<file path="src/rtl/mhf_pkg.sv">
package mhf_pkg;
  localparam int unsigned CRC_W = 32;
  localparam logic [CRC_W-1:0] CRC_POLY = 32'hEDB88320;
  localparam logic [CRC_W-1:0] CRC_SEED = '1;

  // Fold one byte into a reflected CRC, LSB of the byte first.
  function automatic logic [CRC_W-1:0] crc_fold_byte(input logic [CRC_W-1:0] c_in,
                                                     input logic [7:0] d);
    logic [CRC_W-1:0] c;
    c = c_in;
    for (int i = 0; i < 8; i++) begin
      if (c[0] ^ d[i]) c = (c >> 1) ^ CRC_POLY;
      else             c = c >> 1;
    end
    return c;
  endfunction
endpackage

</file>
<file path="src/rtl/mhf_crc_engine.sv">
module mhf_crc_engine
  import mhf_pkg::*;
#(
  parameter int ADDR_BYTES = 6
) (
  input  logic             clk,
  input  logic             rst_n,
  input  logic             restart,
  input  logic             byte_vld,
  input  logic [7:0]       byte_in,
  output logic [CRC_W-1:0] crc_q,
  output logic             done_q,
  output logic             mcast_q,
  output logic             bcast_q
);
  localparam int CNT_W = $clog2(ADDR_BYTES + 1);

  logic [CNT_W-1:0] cnt_q, cnt_d, base_cnt;
  logic [CRC_W-1:0] crc_d, base_crc;
  logic             mcast_d, bcast_d, done_d, base_mc, base_bc, take;

  always_comb begin
    base_crc = restart ? CRC_SEED : crc_q;
    base_cnt = restart ? '0 : cnt_q;
    base_mc  = restart ? 1'b0 : mcast_q;
    base_bc  = restart ? 1'b1 : bcast_q;
    take     = byte_vld && (base_cnt < CNT_W'(ADDR_BYTES));

    crc_d   = take ? crc_fold_byte(base_crc, byte_in) : base_crc;
    cnt_d   = take ? base_cnt + 1'b1 : base_cnt;
    mcast_d = (take && base_cnt == '0) ? byte_in[0] : base_mc;
    bcast_d = take ? (base_bc & (&byte_in)) : base_bc;
    done_d  = take && (base_cnt == CNT_W'(ADDR_BYTES - 1));
  end

  always_ff @(posedge clk or negedge rst_n) begin
    if (!rst_n) begin
      crc_q   <= CRC_SEED;
      cnt_q   <= '0;
      mcast_q <= 1'b0;
      bcast_q <= 1'b1;
      done_q  <= 1'b0;
    end else begin
      crc_q   <= crc_d;
      cnt_q   <= cnt_d;
      mcast_q <= mcast_d;
      bcast_q <= bcast_d;
      done_q  <= done_d;
    end
  end
endmodule

</file>
<file path="src/rtl/mhf_hash_table.sv">
module mhf_hash_table #(
  parameter int IDX_W = 6,
  parameter int REG_W = 16,
  localparam int TBL_BITS = 1 << IDX_W,
  localparam int NUM_REGS = TBL_BITS / REG_W,
  localparam int SEL_W    = (NUM_REGS > 1) ? $clog2(NUM_REGS) : 1
) (
  input  logic             clk,
  input  logic             rst_n,
  input  logic             wr_en,
  input  logic [SEL_W-1:0] wr_sel,
  input  logic [REG_W-1:0] wr_data,
  input  logic [IDX_W-1:0] idx,
  output logic             hit
);
  logic [TBL_BITS-1:0] flat;

  for (genvar k = 0; k < NUM_REGS; k++) begin : g_reg
    logic [REG_W-1:0] reg_q;
    logic             reg_en;
    assign reg_en = wr_en && (wr_sel == SEL_W'(k));
    always_ff @(posedge clk or negedge rst_n) begin
      if (!rst_n)      reg_q <= '0;
      else if (reg_en) reg_q <= wr_data;
    end
    // Low half is the lower-numbered table byte.
    assign flat[k*REG_W +: REG_W] = reg_q;
  end

  assign hit = flat[idx];
endmodule

</file>
<file path="src/rtl/mhf_decide.sv">
module mhf_decide #(
  parameter int IDX_W = 6
) (
  input  logic             done,
  input  logic [IDX_W-1:0] crc_low,
  input  logic             mcast,
  input  logic             bcast,
  input  logic             tbl_hit,
  input  logic             promisc,
  input  logic             all_mcast,
  input  logic             station_hit,
  input  logic             strip_cfg,
  output logic [IDX_W-1:0] idx,
  output logic             accept,
  output logic             strip_fcs
);
  for (genvar j = 0; j < IDX_W; j++) begin : g_rev
    assign idx[IDX_W-1-j] = crc_low[j];
  end

  logic want;
  always_comb begin
    want = promisc | bcast | (mcast & (all_mcast | tbl_hit)) | (~mcast & station_hit);
    accept    = done & want;
    strip_fcs = done & want & strip_cfg;
  end
endmodule

</file>
<file path="src/rtl/mcast_hash_filter.sv">
module mcast_hash_filter
  import mhf_pkg::*;
#(
  parameter int ADDR_BYTES = 6,
  parameter int IDX_W      = 6,
  parameter int REG_W      = 16,
  localparam int TBL_REGS  = (1 << IDX_W) / REG_W,
  localparam int TBL_SEL_W = (TBL_REGS > 1) ? $clog2(TBL_REGS) : 1
) (
  input  logic                 clk,
  input  logic                 rst_n,
  input  logic                 frame_start,
  input  logic                 addr_valid,
  input  logic [7:0]           addr_byte,
  input  logic                 tbl_wr_en,
  input  logic [TBL_SEL_W-1:0] tbl_wr_sel,
  input  logic [REG_W-1:0]     tbl_wr_data,
  input  logic                 promisc,
  input  logic                 all_mcast,
  input  logic                 strip_cfg,
  input  logic                 station_hit,
  output logic                 decision_valid,
  output logic                 accept,
  output logic                 strip_fcs
);
  logic [CRC_W-1:0] crc_q;
  logic             frame_mcast, frame_bcast, tbl_hit;
  logic [IDX_W-1:0] hash_idx;

  mhf_crc_engine #(.ADDR_BYTES(ADDR_BYTES)) u_crc (
    .clk(clk), .rst_n(rst_n), .restart(frame_start), .byte_vld(addr_valid),
    .byte_in(addr_byte), .crc_q(crc_q), .done_q(decision_valid),
    .mcast_q(frame_mcast), .bcast_q(frame_bcast)
  );

  mhf_hash_table #(.IDX_W(IDX_W), .REG_W(REG_W)) u_tbl (
    .clk(clk), .rst_n(rst_n), .wr_en(tbl_wr_en), .wr_sel(tbl_wr_sel),
    .wr_data(tbl_wr_data), .idx(hash_idx), .hit(tbl_hit)
  );

  mhf_decide #(.IDX_W(IDX_W)) u_dec (
    .done(decision_valid), .crc_low(crc_q[IDX_W-1:0]), .mcast(frame_mcast),
    .bcast(frame_bcast), .tbl_hit(tbl_hit), .promisc(promisc),
    .all_mcast(all_mcast), .station_hit(station_hit), .strip_cfg(strip_cfg),
    .idx(hash_idx), .accept(accept), .strip_fcs(strip_fcs)
  );
endmodule

</file>
<file path="config.mk">
export PLATFORM = sky130hd
export DESIGN_NAME = mcast_hash_filter
export DESIGN_NICKNAME = d
export VERILOG_FILES = /design/src/rtl/mhf_pkg.sv /design/src/rtl/mhf_crc_engine.sv /design/src/rtl/mhf_hash_table.sv /design/src/rtl/mhf_decide.sv /design/src/rtl/mcast_hash_filter.sv
export SDC_FILE = /design/constraint.sdc
export NUM_CORES = 1
export LEC_CHECK = 0
export BUFFER_PORTS_ARGS = -buffer_cell sky130_fd_sc_hd__buf_2
export CORE_ASPECT_RATIO = 2
export CORE_MARGIN = 4
export CORE_UTILIZATION = 45
export DETAILED_ROUTE_END_ITERATION = 16
export PLACE_DENSITY = 0.7
export SLEW_MARGIN = 20
export SYNTH_ARGS = -nofsm -noshare
export SYNTH_HDL_FRONTEND = slang
export SYNTH_SLANG_ARGS = --single-unit
</file>
<file path="constraint.sdc">
create_clock -name clk -period 3.7 [get_ports clk]
set_input_delay 0.37 -clock clk [delete_from_list [all_inputs] [get_ports clk]]
set_output_delay 0.37 -clock clk [all_outputs]
set_load 0.05 [all_outputs]
</file>
==> results of run 1 <==
cell type report:
type                       count  area share, %
clock buffer                   9           3.59
clock inverter                 7          0.917
inverter                       7          0.419
multi-input combinational    328           46.7
sequential                   102           41.3
tap                          147           2.93
timing repair buffer          46           4.07
worst max-delay path, delay by kind of cell, from the launching register on:
| family | cells | cell delay (ns) |
|---|---|---|
| flops | 1 | 0.59 |
| simple gates | 1 | 0.22 |
| buf+inv | 2 | 0.49 |
| compound gates | 1 | 0.13 |
| mux | 4 | 1.02 |
cell families (layout without fill, tap and decap cells):
group                    count (synthesis)  after routing  share of synthesized area (%)
XOR/XNOR                                62             62                           13.1
AO/OA/AOI/OAI                           71             71                           8.40
buffers and inverters                   37             69                           2.93
AND/OR/NAND/NOR                        101            101                           8.16
adder cells (fa/ha/maj)                  3              3                          0.660
multiplexers                            91             91                           21.2
flip-flops                             102            102                           45.6
how the worst max path moves through the flow:
| stage | to | slack [ns] | depth (start not counted) | startpoint |
|---|---|---|---|---|
| after floorplan | strip_fcs | 0.80 | 7 | u_crc.crc_q[3]$_DFF_PN1_ |
| after global placement | strip_fcs | 0.93 | 8 | u_crc.crc_q[5]$_DFF_PN1_ |
| after detailed placement | strip_fcs | 0.89 | 8 | u_crc.crc_q[5]$_DFF_PN1_ |
| after CTS | strip_fcs | 0.51 | 8 | u_crc.crc_q[5]$_DFF_PN1_ |
| after global routing | strip_fcs | 0.38 | 8 | u_crc.crc_q[5]$_DFF_PN1_ |
| final | strip_fcs | 0.54 | 8 | u_crc.crc_q[5]$_DFF_PN1_ |
per-stage QoR:
step           cell area [µm²]  cells  power (W)  hold slack [ns]
2_1_floorplan             5690    467    0.00324           0.0744
3_3_place_gp              5990    630    0.00359            0.463
3_5_place_dp              5990    630    0.00367            0.474
4_1_cts                   6270    646    0.00459           0.0986
5_1_grt                   6270    646    0.00482            0.134
6_report                  6270    646    0.00455           0.0880
synth_stat cells (2+ instances only):
library cell and number:
dfstp_2 33, xnor2_2 5, clkbuf_1 13, nor2_1 53, o22a_1 5, xnor2_1 39
a221oi_2 2, nor3_1 17, xnor3_1 6, o22ai_1 2, inv_1 7, nor2_2 2
buf_4 2, mux2_2 66, nor3b_1 2, buf_2 9, nand3b_1 3, mux2i_1 9
dfrtp_1 69, and2_1 2, mux4_1 3, o32a_1 3, xor2_1 7, xnor2_4 3
ha_1 3, nor2b_1 3, o21ai_0 15, a21oi_1 24, nand4_1 3, o2bb2ai_1 7
nand2_1 8, a22oi_1 2, a31oi_1 3, or3_1 2, mux4_2 13, buf_1 4
nand3_1 4
state kept, by name, summed over array words and instances (netlist names):
signal / flops
u_crc.bcast_q: 1
u_crc.crc_q: 32
u_crc.done_q: 1
u_tbl.g.reg_q: 64
u_crc.cnt_q: 3
u_crc.mcast_q: 1
power by group through the flow:
stage	registers [W]	logic [W]	clock network [W]
floorplan	0.00164	0.00160	0
global placement	0.00179	0.00180	0
detailed placement	0.00181	0.00186	0
CTS	0.00179	0.00187	0.000927
global route	0.00182	0.00203	0.000967
finish	0.00179	0.00185	0.000906
metal layers:
| layer | vias up | GRT usage [%] | part of all wire (%) |
|---|---|---|---|
| li1 | 1722 | - | - |
| met1 | 1963 | 20.7 | 36 |
| met2 | 68 | 35.3 | 59 |
| met3 | 26 | 2.57 | 2.2 |
| met4 | 0 | 7.68 | 2.8 |
| met5 | - | 0 | 0 |
==> out/metrics.cfg, run 1 <==
[yosys]
synth-async-reset-ratio_pct=100
ys_types=51
synth_area_um2=5690
ys.flop_type=dfrtp_1
syn-mean-instance-area_um2=12.2
yosys_register_bits=102
yosysSeqAreaShare_pct=45.6
ys_top_cells_by_area=dfrtp_1 (30%), dfstp_2 (15%), mux2_2 (13%)
syn_inst=467
yosys.area.top_type=dfrtp_1
synth_top_area_share_pct=30.4
synth_warnings=0
syn-num-nets=505
synth-edff-count=0

[placement]
pre_cts_ws_ns=0.889
numPortBuffers=37
hpwl_mm=9.72
gp_congestion=0.850

[drt]
antenna_left=0
viasPerCell=5.85
drt-total-wl_mm=13.0
initialDrtViolationCount=234
dr.pass1.iters=5
wire_per_inst_um=20.1
drc_errors=0
vias=3779

[floorplanning]
start_util_pct=46.4
dieWidth_um=87.5
num_rows=57
die_area_um2=14600
io_pins=38
core_um2=12300
fp.dieH_um=167

[cells_and_area]
drive_gt1_share_pct=38.1
final.fill_count=1118
mostFrequentLayoutCell=dfrtp_1
nets=532
areaGrowthSynthToFinish_pct=10.3
multiInputGateArea_um2=2930
diodes=0
fin_util_pct=51.2
mostFrequentLayoutCells=dfrtp_1 (69), mux2_2 (66), nor2_1 (53)
regArea_um2=2590

[clocking]
cts_buffers=9
htreeDepth=3
cts_hold_buf=0
cts.repair.resized=0
cts_max_path_buffers=2
postCtsSetupBuffers=0
numClockSinks=102
root_buffer=clkbuf_16
cts.clk_slew.worst_paths_ns=0.07
clock_latency_ns=0.35
cts_tree=done

[timing]
finalSetupViolations=0
finalMaxSlewViolations=0
final.min_clock_period_ns=3.16
rsz0062_at_grt=no
max_freq_ghz=0.317
worst_slack_ns=0.542
slew_headroom_pct=37.1
finalHoldViolCount=0
post-route-period-util_pct=85.4
worst_slew_pin_slew_ns=0.941
finalSetupTns_ns=0
fin_skew_ns=0.0118

[worst_setup_path]
end_kind=primary output
required_ns=3.33
slowest_delay_ns=0.59
r2r_end=u_crc.crc_q[17]$_DFF_PN1_
crit_fanout=14
worst_r2r_path_depth=7
reg2reg_from=u_crc.crc_q[5]$_DFF_PN1_
slowest_stage=dfstp_2
cp-start-kind=flip-flop
r2r_slack_ns=1.20
criticalPathCategory=reg -> out
path_cells=buf_4 -> mux4_2 -> mux2i_1 -> mux2i_1 -> mux2i_1 -> o211ai_2 -> and2_1 -> buf_2
cp.arrival_ns=2.79
cp_common_cell=mux2i_1

[job]
cap_violations=0

[power_and_ir_drop]
pwr_density_cell_nw_per_um2=725
power_switching_w=0.00158
p_sw_share_pct=34.7
leakagePower_nw=2.60
pwr-share-clk_pct=19.9
p_int_w=0.00297
power_frac_comb_pct=40.7
power_frac_seq_pct=39.4
ir_drop_uv=382

[worst_hold_path]
min_path_type=in -> async

[outcome]
outcome=finished, final reports clean

[global_route]
globalRouteOverflowTotal=0
grtUsageTotal_pct=19.0
antenna_found_initial=0
grt_first_pass_wirelength_mm=21.2
grt_max_degree=60
grt_pass1_vias=4081

(Power assumes the default switching activity.)
==> run 2, diff against run 1 <==
ABC_AREA = 1   (was default)
BUFFER_PORTS_ARGS = default   (was -buffer_cell sky130_fd_sc_hd__buf_2)
DONT_BUFFER_PORTS = 1   (was default)
PLACE_DENSITY = 0.68   (was 0.7)
RECOVER_POWER = 50   (was default)
==> run 2 against run 1 <==
The flow now finishes with violations (max-capacitance violations, max-slew violations). Via count is 16% higher. Sequential share of layout area is 2.8 points higher. Combinational power is 31% lower. Utilization is 2.6 points lower. Register-to-register slack better by 0.22 ns. Cell count is 26% higher. Clock skew is 0.0068 ns lower. Design area is 6.2% lower. Count of clock-buffer cells in the layout is 4 higher. Flip-flop and latch count stayed put. Largest cell class unchanged.
==> out/metrics.cfg, run 2 <==
[worst_setup_path]
required_ns=3.33  ; about the same
cp.arrival_ns=2.69  ; -0.10 ns
crit_fanout=19  ; +5
end_kind=primary output
criticalPathCategory=reg -> out
cp-start-kind=flip-flop

[clocking]
cts.repair.resized=0  ; unchanged
cts.clk_slew.worst_paths_ns=0.06  ; about the same
numClockSinks=102  ; unchanged
clock_latency_ns=0.34  ; about the same
cts_max_path_buffers=2  ; unchanged
cts_buffers=9  ; unchanged
cts_tree=done
htreeDepth=3  ; unchanged
root_buffer=clkbuf_16

[job]
cap_violations=1  ; +1

[yosys]
synth_warnings=0  ; unchanged
synth_area_um2=5530  ; -2.7%
syn-num-nets=719  ; +42%
synth-async-reset-ratio_pct=100  ; unchanged
ys.flop_type=dfrtp_1
ys_types=40  ; -22%
synth-edff-count=0  ; unchanged
syn_inst=681  ; +46%
yosys.area.top_type=dfrtp_1
ys_top_cells_by_count=nand2_1 (187), o21ai_0 (105), dfrtp_1 (69), nand3_1 (63), inv_1 (51)
synth_top_area_share_pct=31.2  ; +0.84 points
yosys_register_bits=102  ; unchanged
ys_top_cells_by_area=dfrtp_1 (31%), dfstp_2 (16%), nand2_1 (13%)
synth_most_common_cell=nand2_1
syn-mean-instance-area_um2=8.13  ; -33%
yosysSeqAreaShare_pct=46.9  ; +1.3 points

[floorplanning]
io_pins=38  ; unchanged
fp.dieH_um=165  ; -1.3%
num_rows=57  ; unchanged
core_um2=12100  ; -1.2%
start_util_pct=45.6  ; -0.72 points
dieWidth_um=86.4  ; -1.2%
die_area_um2=14200  ; -2.5%

[power_and_ir_drop]
ir_drop_uv=365  ; -4.6%
power_switching_w=0.00135  ; -14%
power_frac_seq_pct=42.9  ; +3.5 points
pwr-share-clk_pct=23.1  ; +3.2 points
power_frac_comb_pct=34.0  ; -6.7 points
p_int_w=0.00239  ; -20%
p_sw_share_pct=36.2  ; +1.5 points
pwr_density_cell_nw_per_um2=636  ; -12%
p_total_w=0.00374  ; -18%
leakagePower_nw=2.74  ; +5.3%

[timing]
slew_headroom_pct=-70.4  ; -110 points
max_freq_ghz=0.327  ; +3.3%
worst_slack_ns=0.642  ; +0.100 ns
finalHoldViolCount=0  ; unchanged
worst_slew_pin_slew_ns=2.56  ; +1.61 ns
finalMaxSlewViolations=103  ; +103
fin_skew_ns=0.00499  ; -0.00676 ns
finalSetupTns_ns=0  ; unchanged
post-route-period-util_pct=82.7  ; -2.7 points
rsz0062_at_grt=no
final.min_clock_period_ns=3.06  ; -0.100 ns
finalSetupViolations=0  ; unchanged

[outcome]
outcome=finished, violations left
violations=max-capacitance violations, max-slew violations

[drt]
drt-total-wl_mm=13.5  ; +3.7%
dr.pass1.iters=5  ; unchanged
drc_errors=0  ; unchanged
vias=4387  ; +16%
viasPerCell=5.37  ; -8.2%
wire_per_inst_um=16.5  ; -18%
initialDrtViolationCount=267  ; +14%
antenna_left=0  ; unchanged

[placement]
pre_cts_ws_ns=1.03  ; +0.138 ns
numPortBuffers=0  ; -100%
hpwl_mm=9.63  ; -0.94%
gp_congestion=0.920  ; +8.2%

[global_route]
globalRouteOverflowTotal=0  ; unchanged
grt_max_degree=103  ; +72%
antenna_found_initial=1  ; +1
grt_first_pass_wirelength_mm=22.1  ; +4.3%
grt_pass1_vias=4475  ; +9.7%
grtUsageTotal_pct=20.0  ; +1.0 points

[cells_and_area]
areaGrowthSynthToFinish_pct=6.31
mostFrequentLayoutCell=nand2_1
top_regs=u_tbl.g.reg_q: 64 flops, u_crc.crc_q: 32 flops, u_crc.cnt_q: 3 flops
final.fill_count=1187  ; +6.2%
drive_gt1_share_pct=10.8  ; -27 points
multiInputGateArea_um2=2600  ; -11%
nets=703  ; +32%
regArea_um2=2590  ; unchanged
regMostFlops=u_tbl.g.reg_q
largest_reg_flops=64  ; unchanged
mostFrequentLayoutCells=nand2_1 (187), o21ai_0 (105), dfrtp_1 (69)

[worst_hold_path]
min_path_type=in -> reg

-- run 2: cell families after synthesis --
group           share of synthesized area, %
simple gates                            24.2
compound gates                          11.1
flops                                   46.9
buf+inv                                 6.22
xor+xnor                                10.9
fa+ha+maj                              0.678
-- run 2: cell type report --
type / count / share of cell area [%]
Antenna cell: 1 / 0.0425
Clock inverter: 2 / 0.149
Tap cell: 147 / 3.13
Clock buffer: 13 / 4.25
Multi-Input combinational cell: 492 / 44.1
Inverter: 53 / 3.38
Sequential cell: 102 / 44.1
Timing Repair Buffer: 7 / 0.829
-- run 2: worst max-delay path: stages (launching register included) --
cell and delay [ns]:
dfstp_2 0.74, inv_1 0.32, nand3_1 0.23, nand3_1 0.11, nand3_1 0.11, nand2_1 0.06, nand2_1 0.05, nand3b_1 0.07
nand3_1 0.12, nand2_1 0.07, nand2_1 0.05, nand2_1 0.05, inv_1 0.35
-- run 2: what timing repair did --
item / CTS / global route
hold buffers: 2 / 0
hold endpoints to repair: 102 / 0
setup buffers: 0 / 0
-- run 2: path summary, 6_finish.rpt --
kind                                                startpoint                             endpoint  slack (ns)  cells past startpoint
setup / recovery                      u_crc.crc_q[4]$_DFF_PN1_                               accept        0.64                     12
hold / removal                                     frame_start            u_crc.crc_q[14]$_DFF_PN1_        0.20                      2
setup reg to reg                      u_crc.crc_q[0]$_DFF_PN1_             u_crc.crc_q[8]$_DFF_PN1_        1.42                     11
hold reg to reg            u_tbl.g_reg[3].reg_q[6]$_DFFE_PN0P_  u_tbl.g_reg[3].reg_q[6]$_DFFE_PN0P_        0.49                      2
max in group asynchronous                                rst_n  u_tbl.g_reg[2].reg_q[8]$_DFFE_PN0P_        0.83                      2
min in group asynchronous                                rst_n  u_tbl.g_reg[1].reg_q[3]$_DFFE_PN0P_        1.31                      2
-- run 2: stage by stage --
stage	cells	hold WS, ns	util [%]	cell area, µm²
5_1_grt	817	0.190	48.5	5880
6_report	817	0.197	48.5	5880
3_5_place_dp	799	0.0794	46.3	5620
3_3_place_gp	799	0.0793	46.3	5610
2_1_floorplan	681	0.0744	-	5530
4_1_cts	816	0.173	48.8	5910
-- run 2: per-layer routing --
metal | up-vias | part of all wire [%] | GRT usage (%)
li1 | 2136 | - | -
met4 | 0 | 3.7 | 9.29
met1 | 2125 | 37 | 21.1
met5 | - | 0 | 0
met2 | 98 | 55 | 36.8
met3 | 28 | 3.8 | 4.24
-- run 2: power groups by stage --
| stage | clock, W | combinational, W | sequential, W |
|---|---|---|---|
| after CTS | 0.000882 | 0.00128 | 0.00160 |
| after global placement | 0 | 0.00120 | 0.00161 |
| after detailed placement | 0 | 0.00124 | 0.00162 |
| final | 0.000863 | 0.00127 | 0.00160 |
| after floorplan | 0 | 0.00104 | 0.00154 |
| after global routing | 0.000922 | 0.00144 | 0.00164 |
==> run 3, diff against run 2 <==
ABC_AREA = 0   (was 1)
clock period = 3.2 ns   (was 3.7 ns; I/O delays follow)
==> run 3 against run 2 <==
The run still ends with max-capacitance violations, max-slew violations left. Flip-flop and latch count is the same. Sequential power grew 31%. Design area grew 4.1%. Via count shrank 18%. Non-clock buffer count grew 3. Register-to-register slack lost 0.60 ns. Power grew 43%. Worst setup slack lost 0.49 ns. Largest power group unchanged. Highest routed layer unchanged.
==> out/metrics.cfg, run 3 (same netlist as run 1, synthesis figures left out) <==
[cells_and_area]
nets=496  ; -29%
areaGrowthSynthToFinish_pct=7.72
final.fill_count=1115  ; -6.1%
fin_util_pct=49.9  ; +1.4 points
drive_gt1_share_pct=33.0  ; +22 points
regArea_um2=2600  ; +0.14%
mostFrequentLayoutCell=dfrtp_1
design_area_um2=6130  ; +4.1%
regMostFlops=u_tbl.g.reg_q
multiInputGateArea_um2=2930  ; +13%
top_regs=u_tbl.g.reg_q: 64 flops, u_crc.crc_q: 32 flops, u_crc.cnt_q: 3 flops
diodes=0  ; -1
mostFrequentLayoutCells=dfrtp_1 (69), mux2_2 (66), nor2_1 (53)
largest_reg_flops=64  ; unchanged
final_cells=610  ; -25%

[global_route]
antenna_found_initial=0  ; -1
grt_first_pass_wirelength_mm=21.4  ; -3.4%
grt_pass1_vias=3885  ; -13%
grtUsageTotal_pct=19.3  ; -0.67 points
globalRouteOverflowTotal=0  ; unchanged
grt_max_degree=103  ; unchanged

[drt]
dr.pass1.iters=5  ; unchanged
vias=3589  ; -18%
viasPerCell=5.88  ; +9.6%
initialDrtViolationCount=203  ; -24%
drc_errors=0  ; unchanged
drt-total-wl_mm=13.2  ; -2.0%
wire_per_inst_um=21.6  ; +31%
antenna_left=0  ; unchanged

[placement]
hpwl_mm=9.75  ; +1.3%
place_area_um2=5800  ; +3.2%
numPortBuffers=0  ; unchanged
place_inst=592  ; -26%
gp_congestion=0.892  ; -3.0%

[clocking]
cts_tree=done
cts_buffers=9  ; unchanged
root_buffer=clkbuf_16
numClockSinks=102  ; unchanged
htreeDepth=3  ; unchanged
clock_latency_ns=0.35  ; about the same
cts_max_path_buffers=2  ; unchanged
cts.clk_slew.worst_paths_ns=0.07  ; about the same

[timing]
worst_slew_pin_slew_ns=2.25  ; -0.310 ns
fin_skew_ns=0.00523  ; +0.000235 ns
finalHoldViolCount=0  ; unchanged
rsz0062_at_grt=no
finalSetupViolations=0  ; unchanged
final.min_clock_period_ns=3.05
finalSetupTns_ns=0  ; unchanged
slew_headroom_pct=-49.7  ; +21 points
max_freq_ghz=0.328
post-route-period-util_pct=95.2
finalMaxSlewViolations=103  ; unchanged

[worst_setup_path]
criticalPathCategory=reg -> out
r2r_end=u_crc.crc_q[17]$_DFF_PN1_
cp.arrival_ns=2.73  ; +0.04 ns
reg2reg_from=u_crc.crc_q[5]$_DFF_PN1_
end_kind=primary output
r2r_slack_ns=0.82  ; -0.60 ns
crit_fanout=11  ; -8
worst_r2r_path_depth=6  ; -5
cp-start-kind=flip-flop
required_ns=2.88  ; -0.45 ns

[power_and_ir_drop]
leakagePower_nw=2.47  ; -9.9%
pwr_density_cell_nw_per_um2=870  ; +37%
ir_drop_uv=506  ; +39%

[floorplanning]
fp.dieH_um=167  ; +1.3%
dieWidth_um=87.5  ; +1.3%
die_area_um2=14600  ; +2.6%
start_util_pct=46.4  ; +0.72 points
num_rows=57  ; unchanged
io_pins=38  ; unchanged
core_um2=12300  ; +1.2%

[worst_hold_path]
hold_end=u_crc.mcast_q$_DFFE_PN0P_
min_path_type=in -> reg
hold_start=frame_start
whs_path_depth=1  ; -1

[job]
cap_violations=1  ; unchanged

[outcome]
violations=max-capacitance violations, max-slew violations
outcome=finished, violations left

run 3: worst max-delay path by stage:
stage,from,end,slack (ns),depth (start not counted)
2_1_floorplan,u_crc.crc_q[3]$_DFF_PN1_,strip_fcs,0.35,7
3_3_place_gp,u_crc.crc_q[5]$_DFF_PN1_,strip_fcs,0.41,7
3_5_place_dp,u_crc.crc_q[5]$_DFF_PN1_,strip_fcs,0.33,7
4_1_cts,u_crc.crc_q[5]$_DFF_PN1_,strip_fcs,0.03,7
5_1_grt,u_crc.crc_q[5]$_DFF_PN1_,strip_fcs,0.02,7
6_report,u_crc.crc_q[5]$_DFF_PN1_,strip_fcs,0.15,7
run 3: layout make-up:
cell class,count,share of cell area (%)
clock inverters,7,1.51
well taps,147,3.00
repair buffers,10,1.16
clock buffers,9,3.68
multi-input cells,328,47.8
inverters,7,0.429
flip-flops and latches,102,42.4
run 3: worst max-delay path, cell delays in order, from the launching register on:
cell      delay (ns)
dfstp_4         0.73
buf_4           0.22
mux4_2          0.52
mux2i_1         0.16
mux2i_1         0.10
mux2i_1         0.21
o211ai_2        0.14
and2_4          0.28
run 3: per-layer routing:
| layer | global-route usage [%] | wire length [µm] |
|---|---|---|
| met1 | 20.0 | 4460 |
| met2 | 36.3 | 7760 |
| met3 | 3.91 | 496 |
| met4 | 7.41 | 476 |
| met5 | 0 | 0 |
run 3: per-stage QoR:
step                      worst slack [ns]  hold WS (ns)  power (W)
after floorplan                      0.353        0.0244    0.00374
after global placement               0.411        0.0272    0.00410
after detailed placement             0.335        0.0273    0.00417
after CTS                           0.0308        0.0727    0.00537
after global routing                0.0171        0.0691    0.00564
final                                0.153        0.0883    0.00533
run 3: power breakdown:
part,total (W),internal [W],switching [W]
Sequential,0.00210,0.00176,0.000343
Clock,0.00116,0.000626,0.000532
Combinational,0.00207,0.00112,0.000944
Total,0.00533,0.00351,0.00182
run 3: timing repair:
action | 4_1_cts | 5_1_grt
resized for setup | 2 | 1
hold endpoints to repair | 102 | 0
setup endpoints to repair | 1 | 1
setup buffers | 0 | 0
hold buffers | 2 | 0
